[src/rtl/txcoll_pkg.sv]
package txcoll_pkg;
    typedef enum logic [1:0] {
        ST_CLEAN     = 2'd0,
        ST_FLAGGED   = 2'd1,
        ST_SATURATED = 2'd2
    } txcoll_state_e;
endpackage

[src/rtl/txcoll_tx_hold.sv]
// Holds the driven bit and its enable from the previous cycle.
module txcoll_tx_hold (
    input  logic clk,
    input  logic rst_n,
    input  logic tx_line,
    input  logic tx_oe,
    output logic tx_q,
    output logic oe_q
);
    always_ff @(posedge clk) begin
        if (!rst_n) begin
            tx_q <= 1'b1;
            oe_q <= 1'b0;
        end else begin
            tx_q <= tx_line;
            oe_q <= tx_oe;
        end
    end
endmodule

[src/rtl/txcoll_compare.sv]
// Selects the receive source and decides whether a sample is a collision.
module txcoll_compare (
    input  logic sample_stb,
    input  logic chk_en,
    input  logic rx_en,
    input  logic loopback,
    input  logic rx_pin,
    input  logic tx_q,
    input  logic oe_q,
    output logic hit
);
    logic rx_bit;
    logic armed;

    always_comb begin
        rx_bit = loopback ? tx_q : rx_pin;
        armed  = sample_stb & chk_en & rx_en & oe_q;
        hit    = armed & (rx_bit ^ tx_q);
    end
endmodule

[src/rtl/txcoll_sat_counter.sv]
// Saturating event counter with synchronous clear.
module txcoll_sat_counter #(
    parameter int CNT_W = 8
) (
    input  logic             clk,
    input  logic             rst_n,
    input  logic             clr,
    input  logic             inc,
    output logic [CNT_W-1:0] count,
    output logic             near_max
);
    localparam logic [CNT_W-1:0] MAX_VAL = {CNT_W{1'b1}};
    localparam logic [CNT_W-1:0] ONE     = {{(CNT_W-1){1'b0}}, 1'b1};

    always_ff @(posedge clk) begin
        if (!rst_n || clr) begin
            count <= '0;
        end else if (inc && count != MAX_VAL) begin
            count <= count + ONE;
        end
    end

    assign near_max = (count == MAX_VAL - ONE);
endmodule

[src/rtl/txcoll_monitor.sv]
module txcoll_monitor
    import txcoll_pkg::*;
#(
    parameter int CNT_W = 8
) (
    input  logic             clk,
    input  logic             rst_n,
    input  logic             tx_line,
    input  logic             tx_oe,
    input  logic             rx_pin,
    input  logic             loopback,
    input  logic             sample_stb,
    input  logic             chk_en,
    input  logic             rx_en,
    input  logic             clr,
    output logic             coll_pulse,
    output logic             coll_flag,
    output logic [CNT_W-1:0] coll_count
);
    txcoll_state_e state_q, state_d;
    logic tx_q, oe_q, hit, near_max, pulse_q;

    txcoll_tx_hold i_hold (
        .clk     (clk),
        .rst_n   (rst_n),
        .tx_line (tx_line),
        .tx_oe   (tx_oe),
        .tx_q    (tx_q),
        .oe_q    (oe_q)
    );

    txcoll_compare i_cmp (
        .sample_stb (sample_stb),
        .chk_en     (chk_en),
        .rx_en      (rx_en),
        .loopback   (loopback),
        .rx_pin     (rx_pin),
        .tx_q       (tx_q),
        .oe_q       (oe_q),
        .hit        (hit)
    );

    txcoll_sat_counter #(.CNT_W(CNT_W)) i_cnt (
        .clk      (clk),
        .rst_n    (rst_n),
        .clr      (clr),
        .inc      (hit),
        .count    (coll_count),
        .near_max (near_max)
    );

    // Next-state logic
    always_comb begin
        state_d = state_q;
        if (clr) begin
            state_d = ST_CLEAN;                       // any_to_clean
        end else if (hit) begin
            unique case (state_q)
                ST_CLEAN:     state_d = ST_FLAGGED;   // clean_to_flagged
                ST_FLAGGED:   state_d = near_max ? ST_SATURATED : ST_FLAGGED;
                ST_SATURATED: state_d = ST_SATURATED;
                default:      state_d = ST_CLEAN;
            endcase
        end
    end

    // State register
    always_ff @(posedge clk) begin
        if (!rst_n) begin
            state_q <= ST_CLEAN;
            pulse_q <= 1'b0;
        end else begin
            state_q <= state_d;
            pulse_q <= hit;
        end
    end

    // Outputs
    always_comb begin
        coll_pulse = pulse_q;
        unique case (state_q)
            ST_CLEAN:     coll_flag = 1'b0;
            ST_FLAGGED:   coll_flag = 1'b1;
            ST_SATURATED: coll_flag = 1'b1;
            default:      coll_flag = 1'b0;
        endcase
    end
endmodule

[config.mk]
export PLATFORM = sky130hd
export DESIGN_NAME = txcoll_monitor
export DESIGN_NICKNAME = d
export VERILOG_FILES = /design/src/rtl/txcoll_pkg.sv /design/src/rtl/txcoll_tx_hold.sv /design/src/rtl/txcoll_compare.sv /design/src/rtl/txcoll_sat_counter.sv /design/src/rtl/txcoll_monitor.sv
export SDC_FILE = /design/constraint.sdc
export NUM_CORES = 1
export LEC_CHECK = 0
export BUFFER_PORTS_ARGS = -buffer_cell sky130_fd_sc_hd__buf_2
export CAP_MARGIN = 20
export CORE_MARGIN = 2
export CORE_UTILIZATION = 45
export DETAILED_ROUTE_END_ITERATION = 6
export GPL_ROUTABILITY_DRIVEN = 0
export PLACE_DENSITY = 0.71
export SYNTH_ARGS = -nofsm -noshare
export SYNTH_HDL_FRONTEND = slang
export SYNTH_HIERARCHICAL = 1
export SYNTH_SLANG_ARGS = --single-unit
[constraint.sdc]
create_clock -name clk -period 3.1 [get_ports clk]
set_clock_uncertainty 0.2 [all_clocks]
set_input_delay 0.31 -clock clk [delete_from_list [all_inputs] [get_ports clk]]
set_output_delay 0.31 -clock clk [all_outputs]
set_load 0.02 [all_outputs]
==> qor.csv, run 1 <==
metric,value,unit
setup bufs post-CTS,0,
# port buffers,19,
Mapped Cells,75,
core area,1450,sq um
Final Hold Violating Endpoints,0,
clock tree buffer depth,2,
Mapped Area,682,sq um
Critical Path Start Type,flop,
final worst-path cycle share,59.8,%
Vias/cell,5.57,
Die Span X,42.9,um
starting density of the core,46.9,%
drt wl/cell,12.0,um
worst skew pair latency,270,ps
status,"finished, final reports clean",
share of cells above drive strength 1,27.3,%
DRC Markers,0,
pwr/cell area,344,nW/um^2
die height,42.9,um
Post-synth EDFFs,0,
Peak VDD IR,185,uV
Pins Over Slew Limit,0,
Layout Nets,115,
syn nets,90,
H-tree levels,1,
relative slew slack,70.0,%
DRT antenna net count,0,
crit path time final,1850,ps
Final Setup Violations,0,
initial antenna violation count,0,
largest net degree at the start of global routing,13,
top cell type's share of synthesized area,38.2,%
worst slew pin tran,449,ps
Max Cap Viol,0,
Fin Hold WS,16.4,ps
CP Capture Type,flop,
sequential area share after synthesis,38.2,%
First-pass DRT Iterations,4,
RSZ-0062 raised after global routing,no,
Initial DRC Count,21,
ANT cells,0,
Synth area leader,dfxtp_1,
clk sink count,13,
final core utilization,57.1,%
Placement Cell Area,805,sq um
CTS tree,built,
CTS Buf Count,3,
io pins,20,
Max Freq,539,MHz
ys async rst share,0,%
row cnt,14,
clock-pin slew on the worst setup and hold paths,70,ps
Syn Area/Cell,9.09,sq um
final setup TNS,0,ps
Yosys warning total,6,
Resize count post-CTS,0,
total grt overflow,0,
CTS root buffer,clkbuf_4,
Routed WL,1380,um
LEAKAGE,0.361,nW
critical path class,flop to flop,
worst endpoint required time,3070,ps
synth unique cells,29,
post-route design area,831,sq um
gr usage total,16.8,%
Worst Path Arrival,1820,ps
Post-synth top flop,dfxtp_1,
Area contributors post-synth,"dfxtp_1, ha_1, a31oi_1, nand3_1, a211oi_1",
first-pass GRT wire length,2270,um
Crit Path Max Fanout,12,
vias,641,
die area,1840,sq um
number of global-route vias before repair,517,
register bit count reported by yosys,13,
Detailed Place HPWL,1020,um
hold_buf cts,0,
Area Growth Syn to Fin,21.8,%
Hold Crit Class,input pin to flop,
==> path summary, 6_finish.rpt <==
kind / slack [ps] / from / endpoint / cells after the start
setup / recovery: 1250 / i_hold/tx_q$_SDFF_PN1_ / i_cnt/count[7]$_SDFFE_PP0P_ / 6
hold / removal: 20 / tx_line / i_hold/tx_q$_SDFF_PN1_ / 2
setup reg to reg: 1250 / i_hold/tx_q$_SDFF_PN1_ / i_cnt/count[7]$_SDFFE_PP0P_ / 6
hold reg to reg: 330 / i_cnt/count[0]$_SDFFE_PP0P_ / i_cnt/count[0]$_SDFFE_PP0P_ / 2
==> synth_stat cells (2+ instances only) <==
| cell | count |
|---|---|
| dfxtp_1 | 13 |
| inv_1 | 6 |
| nand2_1 | 6 |
| ha_1 | 5 |
| nand3_1 | 5 |
| a31oi_1 | 4 |
| a211oi_1 | 3 |
| a21oi_1 | 3 |
| nand2b_1 | 3 |
| o21ai_0 | 3 |
| and4_1 | 2 |
| mux2i_1 | 2 |
| nor2_1 | 2 |
| nor3_1 | 2 |
| o211a_1 | 2 |
==> cell usage in the layout (no fill, tap or decap), types with 3 or more instances in the layout <==
cell,n
clkbuf_4,3
inv_1,6
nand2b_1,3
o21ai_0,3
nand3_1,5
nand2_1,6
a21oi_1,3
a31oi_1,4
a211oi_1,3
buf_2,19
ha_1,5
dfxtp_1,13
==> registers in the layout (all words and copies together), names as in the netlist <==
signal / flops
state_q: 2
i_hold/tx_q: 1
i_hold/oe_q: 1
coll_pulse: 1
i_cnt/count: 8
==> final cells by class <==
class / instances / area [sq um]
Sequential cell: 13 / 260
Inverter: 6 / 22.5
Fill cell: 145 / 623
Clock buffer: 4 / 26.3
Tap cell: 16 / 20.0
Multi-Input combinational cell: 56 / 399
Timing Repair Buffer: 20 / 103
==> through the flow <==
stage	instances	power [mW]	setup slack [ps]
detailed placement	111	0.189	1090
floorplan	75	0.180	923
global placement	111	0.189	1150
finish	115	0.286	1250
global route	115	0.302	1150
CTS	115	0.293	1230
==> logic make-up after synthesis <==
logic type	count (synthesis)	synth area share, %
compound gates	18	18.0
xor+xnor	1	1.28
fa+ha+maj	5	9.17
buf+inv	6	3.30
flops	13	38.2
mux	2	2.94
simple gates	30	27.2
==> where the power goes <==
group,switching (mW),internal [mW],leakage [nW],total [mW]
registers,0.000656,0.168,0.105,0.169
logic,0.00700,0.00855,0.241,0.0155
clock network,0.0512,0.0499,0.0150,0.101
==> layer usage <==
| metal | track usage [%] | routed length, um | vias up |
|---|---|---|---|
| met3 | 5.53 | 126 | 4 |
| met1 | 22.6 | 640 | 279 |
| met4 | 11.3 | 28 | 0 |
| li1 | - | - | 329 |
| met5 | 0 | 0 | - |
| met2 | 22.4 | 585 | 29 |
==> worst max-delay path: stages, from the launching register on <==
cell     delay (ps)
dfxtp_1         310
xnor2_1         110
nor3_1          180
buf_4           200
nand3_1         130
or4_1           410
o211a_1         210
(Power assumes the default switching activity.)
==> run 2, diff against run 1 <==
--- a/config.mk
+++ b/config.mk
@@ -5,13 +5,14 @@
 export SDC_FILE = /design/constraint.sdc
 export NUM_CORES = 1
 export LEC_CHECK = 0
+export ABC_AREA = 1
 export BUFFER_PORTS_ARGS = -buffer_cell sky130_fd_sc_hd__buf_2
 export CAP_MARGIN = 20
 export CORE_MARGIN = 2
 export CORE_UTILIZATION = 45
 export DETAILED_ROUTE_END_ITERATION = 6
 export GPL_ROUTABILITY_DRIVEN = 0
-export PLACE_DENSITY = 0.71
+export PLACE_DENSITY = 0.73
 export SYNTH_ARGS = -nofsm -noshare
 export SYNTH_HDL_FRONTEND = slang
 export SYNTH_HIERARCHICAL = 1
==> constraint.sdc (replaced) <==
create_clock -name clk -period 1.7 [get_ports clk]
set_clock_uncertainty 0.2 [all_clocks]
set_input_delay 0.17 -clock clk [delete_from_list [all_inputs] [get_ports clk]]
set_output_delay 0.17 -clock clk [all_outputs]
set_load 0.02 [all_outputs]
==> qor.csv, run 2 <==
metric,value,unit,change
r2r startpoint,i_hold/tx_q$_SDFF_PN1_,,unchanged
Clock Power Share,34.6,%,was 35.4%
Routed WL,1440,um,was 1380 um
register with the most flip-flops,i_cnt/count,,unchanged
Layout Cells excl Fill,152,,was 115
top-count cell post-synth,nand2_1,,was dfxtp_1
Initial DRC Count,8,,was 21
top cell type's share of synthesized area,34.6,%,was 38.2%
Syn Area/Cell,7.03,sq um,was 9.09 sq um
Pint,0.421,mW,was 0.227 mW
worst slew pin tran,241,ps,was 449 ps
Vias/cell,4.56,,was 5.57
Post-synth EDFFs,0,,unchanged
CTS tree,built,,unchanged
CP Capture Type,flop,,unchanged
Worst Path Arrival,1510,ps,was 1820 ps
synth unique cells,21,,was 29
Crit Path Max Fanout,5,,was 12
worst skew pair latency,270,ps,about the same
Area contributors post-synth,"dfxtp_1, nand2_1, ha_1, inv_1, nor2_1",,"was dfxtp_1, ha_1, a31oi_1, nand3_1, a211oi_1"
Pins Over Slew Limit,0,,unchanged
share of cells above drive strength 1,27.2,%,was 27.3%
share of power burned in registers,57.0,%,was 59.2%
post-synthesis adder-cell area fraction,8.32,%,was 9.17%
pwr/cell area,569,nW/um^2,was 344 nW/um^2
power share of the combinational group,8.4,%,was 5.4%
CTS root buffer,clkbuf_4,,unchanged
DRT antenna net count,0,,unchanged
Synth Area in Compound Gates,8.82,%,was 18.0%
total grt overflow,0,,unchanged
CTS Buf Count,3,,unchanged
Area Growth Syn to Fin,26.5,%,was 21.8%
core area,1540,sq um,was 1450 sq um
row cnt,14,,unchanged
First-pass DRT Iterations,4,,unchanged
relative slew slack,83.8,%,was 70.0%
Yosys warning total,6,,unchanged
Resize count post-CTS,0,,unchanged
RSZ-0062 raised after global routing,no,,unchanged
Commonest cells post-synth,"nand2_1, inv_1, dfxtp_1, nor2_1",,"was dfxtp_1, inv_1, nand2_1"
Hold Crit Class,input pin to flop,,unchanged
gr usage total,16.6,%,was 16.8%
Mapped Area,752,sq um,was 682 sq um
starting density of the core,48.8,%,was 46.9%
Layout Nets,152,,was 115
clk sink count,13,,unchanged
sequential area share after synthesis,34.6,%,was 38.2%
Mapped Cells,107,,was 75
Final Hold Violating Endpoints,0,,unchanged
H-tree levels,1,,unchanged
first-pass GRT wire length,2420,um,was 2270 um
clock-pin slew on the worst setup and hold paths,80,ps,was 70 ps
largest net degree at the start of global routing,12,,was 13
syn nets,122,,was 90
die area,2010,sq um,was 1840 sq um
die height,44.9,um,was 42.9 um
most frequent cells in the layout,"nand2_1, buf_2, inv_1",,"was buf_2, dfxtp_1, inv_1, nand2_1"
DP Cell Count,143,,was 111
io pins,20,,unchanged
# port buffers,19,,unchanged
mux contribution to synthesized area,0,%,was 2.94%
LEAKAGE,0.475,nW,was 0.361 nW
DRC Markers,0,,unchanged
crit path time final,1540,ps,
drt wl/cell,9.49,um,was 12.0 um
Final Setup Violations,0,,unchanged
Peak VDD IR,334,uV,was 185 uV
Die Span X,44.9,um,was 42.9 um
largest family of logic cells by synthesized area,simple AND/OR/NAND/NOR gates,,unchanged
total power,0.541,mW,was 0.286 mW
hold_sp,clr,,was tx_line
status,"finished, final reports clean",,unchanged
Detailed Place HPWL,1050,um,was 1020 um
ys async rst share,0,%,unchanged
final worst-path cycle share,90.7,%,
sw power,0.120,mW,was 0.0589 mW
number of global-route vias before repair,600,,was 517
"most common cell after layout, fill and taps aside",nand2_1,,was buf_2
Critical Path Start Type,input pin,,was flop
Largest regs,"i_cnt/count (8), state_q (2)",,unchanged
Sw Ratio,22.1,%,was 20.6%
worst endpoint required time,1670,ps,was 3070 ps
Max Freq,649,MHz,
register bit count reported by yosys,13,,unchanged
post-synthesis simple-gate area fraction,37.4,%,was 27.2%
vias,693,,was 641
Synth Area in XOR/XNOR,2.33,%,was 1.28%
Synth area leader,dfxtp_1,,unchanged
critical path class,input pin to flop,,was flop to flop
Post-synth top flop,dfxtp_1,,unchanged
Fin Hold WS,49.4,ps,was 16.4 ps
ANT cells,0,,unchanged
Max Cap Viol,0,,unchanged
crit path from,rst_n,,was i_hold/tx_q$_SDFF_PN1_
clock tree buffer depth,2,,unchanged
final setup TNS,0,ps,unchanged
initial antenna violation count,0,,unchanged
max reg flops,8,,unchanged
run 2: area by class of cell:
class / count / area [sq um]
Multi-Input combinational cell: 77 / 428
Inverter: 17 / 63.8
Sequential cell: 13 / 260
Timing Repair Buffer: 25 / 153
Fill cell: 144 / 591
Tap cell: 16 / 20.0
Clock buffer: 4 / 26.3
run 2: repair_timing:
item | in CTS | in global routing
setup buffers | 0 | 0
hold endpoints to repair | 3 | 0
hold buffers | 5 | 0
run 2: kinds of logic (layout without fill, tap and decap cells):
| logic type | count (synthesis) | count (layout) |
|---|---|---|
| buf+inv | 17 | 46 |
| compound gates | 12 | 12 |
| simple gates | 58 | 58 |
| xor+xnor | 2 | 2 |
| fa+ha+maj | 5 | 5 |
| flops | 13 | 13 |
run 2: power by group through the flow:
stage                     Combinational, mW  Sequential (mW)  Clock (mW)
after floorplan                      0.0186            0.316           0
after global placement               0.0352            0.316           0
after detailed placement             0.0358            0.316           0
after CTS                            0.0447            0.308       0.198
after global routing                 0.0502            0.309       0.210
final                                0.0452            0.309       0.187
run 2: critical path, stage by stage:
cell and delay, ps:
dlygate4sd3_1 540, buf_2 150, nand2_1 50, dlygate4sd3_1 550, inv_1 40
run 2: through the flow:
stage                     instance area, sq um  setup WS [ps]  util, %
after floorplan                            752           67.1        -
after global placement                     875            271     56.7
after detailed placement                   875            250     56.7
after CTS                                  951            137     61.7
after global routing                       951           72.4     61.7
final                                      951            159     61.7
run 2: worst paths after layout:
kind / to / slack, ps / cells after the start
worst max-delay path: i_hold/oe_q$_SDFF_PN0_ / 160 / 5
worst min-delay path: i_cnt/count[1]$_SDFFE_PP0P_ / 50 / 4
worst max register to register: i_cnt/count[7]$_SDFFE_PP0P_ / 220 / 10
worst min register to register: state_q[1]$_SDFFE_PP0P_ / 290 / 2
run 2: layer usage:
metal | up-vias | track usage (%) | share of wire (%)
met4 | 0 | 8.82 | 0.69
met1 | 290 | 20.1 | 46
met5 | - | 0 | 0
met3 | 2 | 2.40 | 4.1
met2 | 15 | 28.1 | 49
li1 | 386 | - | -
